[src/rtl/pinpat_pkg.sv]
package pinpat_pkg;
  typedef enum logic [1:0] {
    TERM_ZERO = 2'b00,
    TERM_PIN  = 2'b01,
    TERM_INV  = 2'b10,
    TERM_ONE  = 2'b11
  } term_sel_e;

  localparam logic [1:0] ADDR_SEL_HI = 2'd0;
  localparam logic [1:0] ADDR_SEL_LO = 2'd1;
  localparam logic [1:0] ADDR_CTRL   = 2'd2;

  localparam int CTRL_OR_BIT     = 0;
  localparam int CTRL_BYPASS_BIT = 1;
endpackage

[src/rtl/pinpat_cfg.sv]
module pinpat_cfg
  import pinpat_pkg::*;
#(
  parameter int NUM_PINS = 4
) (
  input  logic                clk,
  input  logic                rst_n,
  input  logic                wr_en,
  input  logic [1:0]          wr_addr,
  input  logic [NUM_PINS-1:0] wr_data,
  output logic [NUM_PINS-1:0] sel_hi,
  output logic [NUM_PINS-1:0] sel_lo,
  output logic                or_mode,
  output logic                bypass
);
  always_ff @(posedge clk or negedge rst_n) begin
    if (!rst_n) begin
      sel_hi  <= '0;
      sel_lo  <= '0;
      or_mode <= 1'b0;
      bypass  <= 1'b0;
    end else if (wr_en) begin
      case (wr_addr)
        ADDR_SEL_HI: sel_hi <= wr_data;
        ADDR_SEL_LO: sel_lo <= wr_data;
        ADDR_CTRL: begin
          or_mode <= wr_data[CTRL_OR_BIT];
          bypass  <= wr_data[CTRL_BYPASS_BIT];
        end
        default: ;
      endcase
    end
  end
endmodule

[src/rtl/pinpat_sync.sv]
module pinpat_sync #(
  parameter int WIDTH  = 4,
  parameter int STAGES = 2
) (
  input  logic             clk,
  input  logic             rst_n,
  input  logic [WIDTH-1:0] d,
  output logic [WIDTH-1:0] q
);
  logic [STAGES-1:0][WIDTH-1:0] chain;

  always_ff @(posedge clk or negedge rst_n) begin
    if (!rst_n) chain[0] <= '0;
    else        chain[0] <= d;
  end

  for (genvar s = 1; s < STAGES; s++) begin : g_stage
    always_ff @(posedge clk or negedge rst_n) begin
      if (!rst_n) chain[s] <= '0;
      else        chain[s] <= chain[s-1];
    end
  end

  assign q = chain[STAGES-1];
endmodule

[src/rtl/pinpat_combine.sv]
module pinpat_combine
  import pinpat_pkg::*;
#(
  parameter int NUM_PINS = 4
) (
  input  logic [NUM_PINS-1:0] pins,
  input  logic [NUM_PINS-1:0] sel_hi,
  input  logic [NUM_PINS-1:0] sel_lo,
  input  logic                or_mode,
  output logic                cond
);
  logic [NUM_PINS-1:0] term;

  for (genvar n = 0; n < NUM_PINS; n++) begin : g_term
    term_sel_e code;
    assign code = term_sel_e'({sel_hi[n], sel_lo[n]});
    always_comb begin
      case (code)
        TERM_ZERO: term[n] = 1'b0;
        TERM_PIN:  term[n] = pins[n];
        TERM_INV:  term[n] = ~pins[n];
        default:   term[n] = 1'b1;
      endcase
    end
  end

  assign cond = or_mode ? (|term) : (&term);
endmodule

[src/rtl/pinpat_debounce.sv]
module pinpat_debounce #(
  parameter int DEBOUNCE_CYCLES = 512
) (
  input  logic clk,
  input  logic rst_n,
  input  logic cond,
  input  logic skip,
  output logic rst_out
);
  localparam int CNT_W = (DEBOUNCE_CYCLES > 2) ? $clog2(DEBOUNCE_CYCLES) : 1;
  localparam logic [CNT_W-1:0] LAST = CNT_W'(DEBOUNCE_CYCLES - 1);

  logic [CNT_W-1:0] cnt_q;
  logic             at_last;

  assign at_last = (cnt_q == LAST);

  always_ff @(posedge clk or negedge rst_n) begin
    if (!rst_n)       cnt_q <= '0;
    else if (!cond)   cnt_q <= '0;
    else if (!at_last) cnt_q <= cnt_q + 1'b1;
  end

  always_ff @(posedge clk or negedge rst_n) begin
    if (!rst_n) rst_out <= 1'b0;
    else        rst_out <= cond & (at_last | rst_out | skip);
  end
endmodule

[src/rtl/pinpat_reset_gen.sv]
module pinpat_reset_gen #(
  parameter int NUM_PINS        = 4,
  parameter int DEBOUNCE_CYCLES = 512,
  parameter int SYNC_STAGES     = 2
) (
  input  logic                clk,
  input  logic                rst_n,
  input  logic                cfg_valid,
  output logic                cfg_ready,
  input  logic [1:0]          cfg_addr,
  input  logic [NUM_PINS-1:0] cfg_wdata,
  input  logic [NUM_PINS-1:0] pins_i,
  input  logic                sleep_i,
  output logic                reset_o
);
  logic [NUM_PINS-1:0] sel_hi, sel_lo, pins_s;
  logic                or_mode, bypass, cond;

  assign cfg_ready = 1'b1;

  pinpat_cfg #(.NUM_PINS(NUM_PINS)) u_cfg (
    .clk(clk), .rst_n(rst_n), .wr_en(cfg_valid & cfg_ready),
    .wr_addr(cfg_addr), .wr_data(cfg_wdata),
    .sel_hi(sel_hi), .sel_lo(sel_lo), .or_mode(or_mode), .bypass(bypass)
  );

  pinpat_sync #(.WIDTH(NUM_PINS), .STAGES(SYNC_STAGES)) u_sync (
    .clk(clk), .rst_n(rst_n), .d(pins_i), .q(pins_s)
  );

  pinpat_combine #(.NUM_PINS(NUM_PINS)) u_comb (
    .pins(pins_s), .sel_hi(sel_hi), .sel_lo(sel_lo),
    .or_mode(or_mode), .cond(cond)
  );

  pinpat_debounce #(.DEBOUNCE_CYCLES(DEBOUNCE_CYCLES)) u_deb (
    .clk(clk), .rst_n(rst_n), .cond(cond),
    .skip(sleep_i & bypass), .rst_out(reset_o)
  );
endmodule

[config.mk]
export PLATFORM = sky130hd
export DESIGN_NAME = pinpat_reset_gen
export DESIGN_NICKNAME = d
export VERILOG_FILES = /design/src/rtl/pinpat_pkg.sv /design/src/rtl/pinpat_cfg.sv /design/src/rtl/pinpat_sync.sv /design/src/rtl/pinpat_combine.sv /design/src/rtl/pinpat_debounce.sv /design/src/rtl/pinpat_reset_gen.sv
export SDC_FILE = /design/constraint.sdc
export NUM_CORES = 1
export LEC_CHECK = 0
export ABC_AREA = 0
export BUFFER_PORTS_ARGS = -buffer_cell sky130_fd_sc_hd__buf_4
export CAP_MARGIN = 15
export CORE_ASPECT_RATIO = 1.25
export CORE_MARGIN = 2
export CORE_UTILIZATION = 36
export DETAILED_ROUTE_END_ITERATION = 10
export SLEW_MARGIN = 20
export SYNTH_ARGS = -nofsm -noshare
export SYNTH_HDL_FRONTEND = slang
export SYNTH_SLANG_ARGS = --single-unit
[constraint.sdc]
create_clock -name clk -period 1.95 [get_ports clk]
set_input_delay 0.0975 -clock clk [delete_from_list [all_inputs] [get_ports clk]]
set_output_delay 0.0975 -clock clk [all_outputs]
set_load 0.01 [all_outputs]
==> reports/metrics.csv <==
stage;metric;value;unit
outcome;run_status;finished clean;
yosys;synthXorXnorAreaFrac;0.0291;
critical_path;worst_r2r_startpoint;u_deb.cnt_q[0]$_DFFE_PN0P_;
finish;drive_above_1_share;0.346;
route;routed_wirelength;2120;microns
finish;antenna_cells_inserted;0;
timing;finalCriticalPeriod;1.84;ns
yosys;syn_inst;85;
global_route;grt_use_met1;0.152;
route;antenna_left;0;
min_path;launch_instance_of_the_worst_min_delay_path;cfg_wdata[2];
critical_path;timing.critical_path.fanout_max;5;
global_route;vias_in_the_first_global_route;820;
yosys;yosys.area_share.adder;0.0208;
placement;placed_cells_incl_taps;136;
clock_tree;tritoncts;built;
global_route;use_met3;0.0224;
placement;dp_slack;0.117;ns
finish;area_delta_synth_final;20.5;%
critical_path;critical_path_start_type;register;
clock_tree;cts_buffers;3;
clock_tree;clock_buffer_depth;2;
pwr;p_total;1.30;mW
min_path;holdPathEnd;u_cfg.sel_lo[2]$_DFFE_PN0P_;
critical_path;worstRegToRegCells;7;
global_route;grt_antenna_before_repair;0;
run;max_cap_violations;0;
timing;max_freq;543;MHz
timing;finalWorstSetupSlack;0.108;ns
yosys;synth-main-ff-cell;sky130_fd_sc_hd__dfrtp_1;
finish;design.final.nets;125;
global_route;wire_length_of_the_first_global_routing_pass;3710;microns
floorplanning;die_x;55.7;microns
floorplanning;placeableCoreArea;0.00319;sq mm
floorplanning;dieArea;0.00383;sq mm
floorplanning;floorplan.rows;23;
yosys;post_synthesis_sequential_element_count;28;
timing;slew_violations;0;
critical_path;required;2.14;ns
finish;area.sequential;702;sq um
placement;port_buffers;14;
route;drt-vias-per-instance;5.31;
placement;detailedPlacementHpwl;1460;microns
finish;combined_area_of_the_multi_input_logic_cells;490;sq um
finish;final_cell_mix;27 x sky130_fd_sc_hd__dfrtp_1, 16 x sky130_fd_sc_hd__buf_4, 12 x sky130_fd_sc_hd__mux2_2, 7 x sky130_fd_sc_hd__a31oi_1, 5 x sky130_fd_sc_hd__dlygate4sd3_1;
critical_path;worstPathArrival;2.03;ns
critical_path;critPathKind;reg2reg;
pwr;power_per_cell_area;899;mW/mm^2
timing;fin_worst_skew;0.00336;ns
timing;setup_viol_count_final;0;
min_path;hold_class;in2reg;
global_route;grt_most_used_layer;met2;
timing;fin_setup_tns;0;ns
pwr;p_leak;0.639;nW
yosys;synth-async-reset-ratio;1.00;
finish;final_common_cell;sky130_fd_sc_hd__dfrtp_1;
finish;fin_area;0.00145;sq mm
global_route;met2_usage;0.235;
route;drc;0;
critical_path;endpoint_kind;register;
clock_tree;clk_lat_worst_skew;0.27;ns
floorplanning;floorplan.die.height;68.7;microns
route;vias;765;
floorplanning;floorplan.io_pins;16;
yosys;synth-edff-count;0;
global_route;grt.overflow.total;0;
clock_tree;tritoncts_num_sinks;28;
finish;final_cells;144;
min_path;hold-path-cell-count;2;
timing;grt_setup_unrepaired;no;
yosys;synthesis.area;0.00120;sq mm
yosys;synth.mux.area_fraction;0.154;
placement;globalplace.congestion;0.718;
route;route.detailed.wl_per_inst;14.7;microns
yosys;yosysWarningCount;0;
clock_tree;clk_root_buffer_cell;sky130_fd_sc_hd__clkbuf_8;
global_route;grt_max_degree;29;
route;initialDrtViolationCount;26;
global_route;globalRouteTotalUtil;0.129;
route;drt_pass1_iterations;4;
yosys;postSynthAreaPerCell;14.2;sq um
floorplanning;start_util;0.377;
pwr;worst_ir_drop_vdd;0.578;mV
clock_tree;clk_transition_reported_paths;0.09;ns
placement;dpl-instance-area;0.00136;sq mm
critical_path;crit-reg2reg-capture;u_deb.cnt_q[5]$_DFFE_PN0P_;
finish;layout.filler_cells;288;
yosys;synth_compound_gate_area_share;0.0967;
timing;final_hold_viols;0;
critical_path;regToRegSetupSlack;0.11;ns
yosys;dominant_combinational_cell_family_by_area_after_synthesis;multiplexers;
yosys;yosys.cell_types.count;28;
yosys;ys_seq_area_frac;0.582;
clock_tree;cts_htree_levels;1;
yosys;postSynthNetCount;101;
timing;min_period_over_period;0.945;
yosys;synth_simple_gate_area_share;0.104;
final cells by class:
cell class | count | share of cell area
repair buffers | 21 | 0.117
clock buffers | 3 | 0.0285
multi-input cells | 55 | 0.338
well taps | 37 | 0.0319
flip-flops and latches | 28 | 0.484
worst max-delay path, cell delays in order (launching register included):
cell and delay, ns:
sky130_fd_sc_hd__dfrtp_2 0.45, sky130_fd_sc_hd__ha_1 0.25, sky130_fd_sc_hd__nand3_1 0.10, sky130_fd_sc_hd__nor2_1 0.05, sky130_fd_sc_hd__ha_1 0.23, sky130_fd_sc_hd__nand4b_4 0.21, sky130_fd_sc_hd__or3_1 0.33, sky130_fd_sc_hd__a32oi_1 0.16
cells by family (layout without fill, tap and decap cells):
family	count (synthesis)	after routing
AOI/OAI and AO/OA	15	15
xor gates and xnor gates	4	4
adders and majority gates	2	2
buffers and inverters	2	24
DFF	28	28
muxes	16	16
other	1	1
and+or+nand+nor	17	17
state kept, by name, indices dropped and copies added, names as in the netlist:
register / count
u_cfg.sel_lo: 4
u_deb.cnt_q: 9
u_deb.rst_out: 1
u_cfg.or_mode: 1
u_sync.chain: 4
u_sync.q: 4
u_cfg.sel_hi: 4
u_cfg.bypass: 1
Yosys cell counts (all sizes together) (2+ instances only):
cell | count | share of area
dfrtp | 28 | 0.58
ha | 2 | 0.021
a32oi | 3 | 0.022
o31ai | 2 | 0.024
nand4b | 2 | 0.027
buf | 2 | 0.010
nand3b | 2 | 0.012
a31oi | 7 | 0.036
nand3 | 2 | 0.0083
nand4 | 2 | 0.016
mux2i | 2 | 0.017
xor2 | 3 | 0.022
nand2 | 3 | 0.0094
mux2 | 14 | 0.14
o21ai | 2 | 0.0083
or3 | 2 | 0.010
through the flow:
stage / hold slack [ns] / util
after floorplan: -0.198 / -
after global placement: 0.0309 / 0.425
after detailed placement: 0.0372 / 0.425
after CTS: 0.0600 / 0.454
after global routing: 0.0605 / 0.454
final: 0.0637 / 0.454
repair_timing:
action | in CTS | in global routing
setup buffers | 0 | 0
endpoints found under the setup margin | 0 | 1
resized for setup | 0 | 1
hold buffers | 5 | 0
endpoints found under the hold margin | 32 | 0
per-layer routing:
| metal | share of wire | wire (microns) |
|---|---|---|
| met5 | 0 | 0 |
| met4 | 0.016 | 35 |
| met3 | 0.035 | 74 |
| met2 | 0.53 | 1120 |
| met1 | 0.42 | 890 |
report_power, final:
group / internal [mW] / switching [mW]
logic: 0.140 / 0.125
registers: 0.663 / 0.0716
clock network: 0.138 / 0.165
worst max path at each step:
stage / cells after the start / start / slack (ns) / endpoint
global route: 7 / u_deb.cnt_q[0]$_DFFE_PN0P_ / 0.002 / u_deb.cnt_q[5]$_DFFE_PN0P_
global placement: 8 / u_deb.cnt_q[0]$_DFFE_PN0P_ / 0.19 / u_deb.cnt_q[4]$_DFFE_PN0P_
detailed placement: 7 / u_deb.cnt_q[0]$_DFFE_PN0P_ / 0.12 / u_deb.cnt_q[5]$_DFFE_PN0P_
floorplan: 7 / u_deb.cnt_q[0]$_DFFE_PN0P_ / 0.14 / u_deb.cnt_q[6]$_DFFE_PN0P_
CTS: 7 / u_deb.cnt_q[0]$_DFFE_PN0P_ / 0.09 / u_deb.cnt_q[5]$_DFFE_PN0P_
finish: 7 / u_deb.cnt_q[0]$_DFFE_PN0P_ / 0.11 / u_deb.cnt_q[5]$_DFFE_PN0P_
No activity file was read; power rests on OpenSTA's default activity.
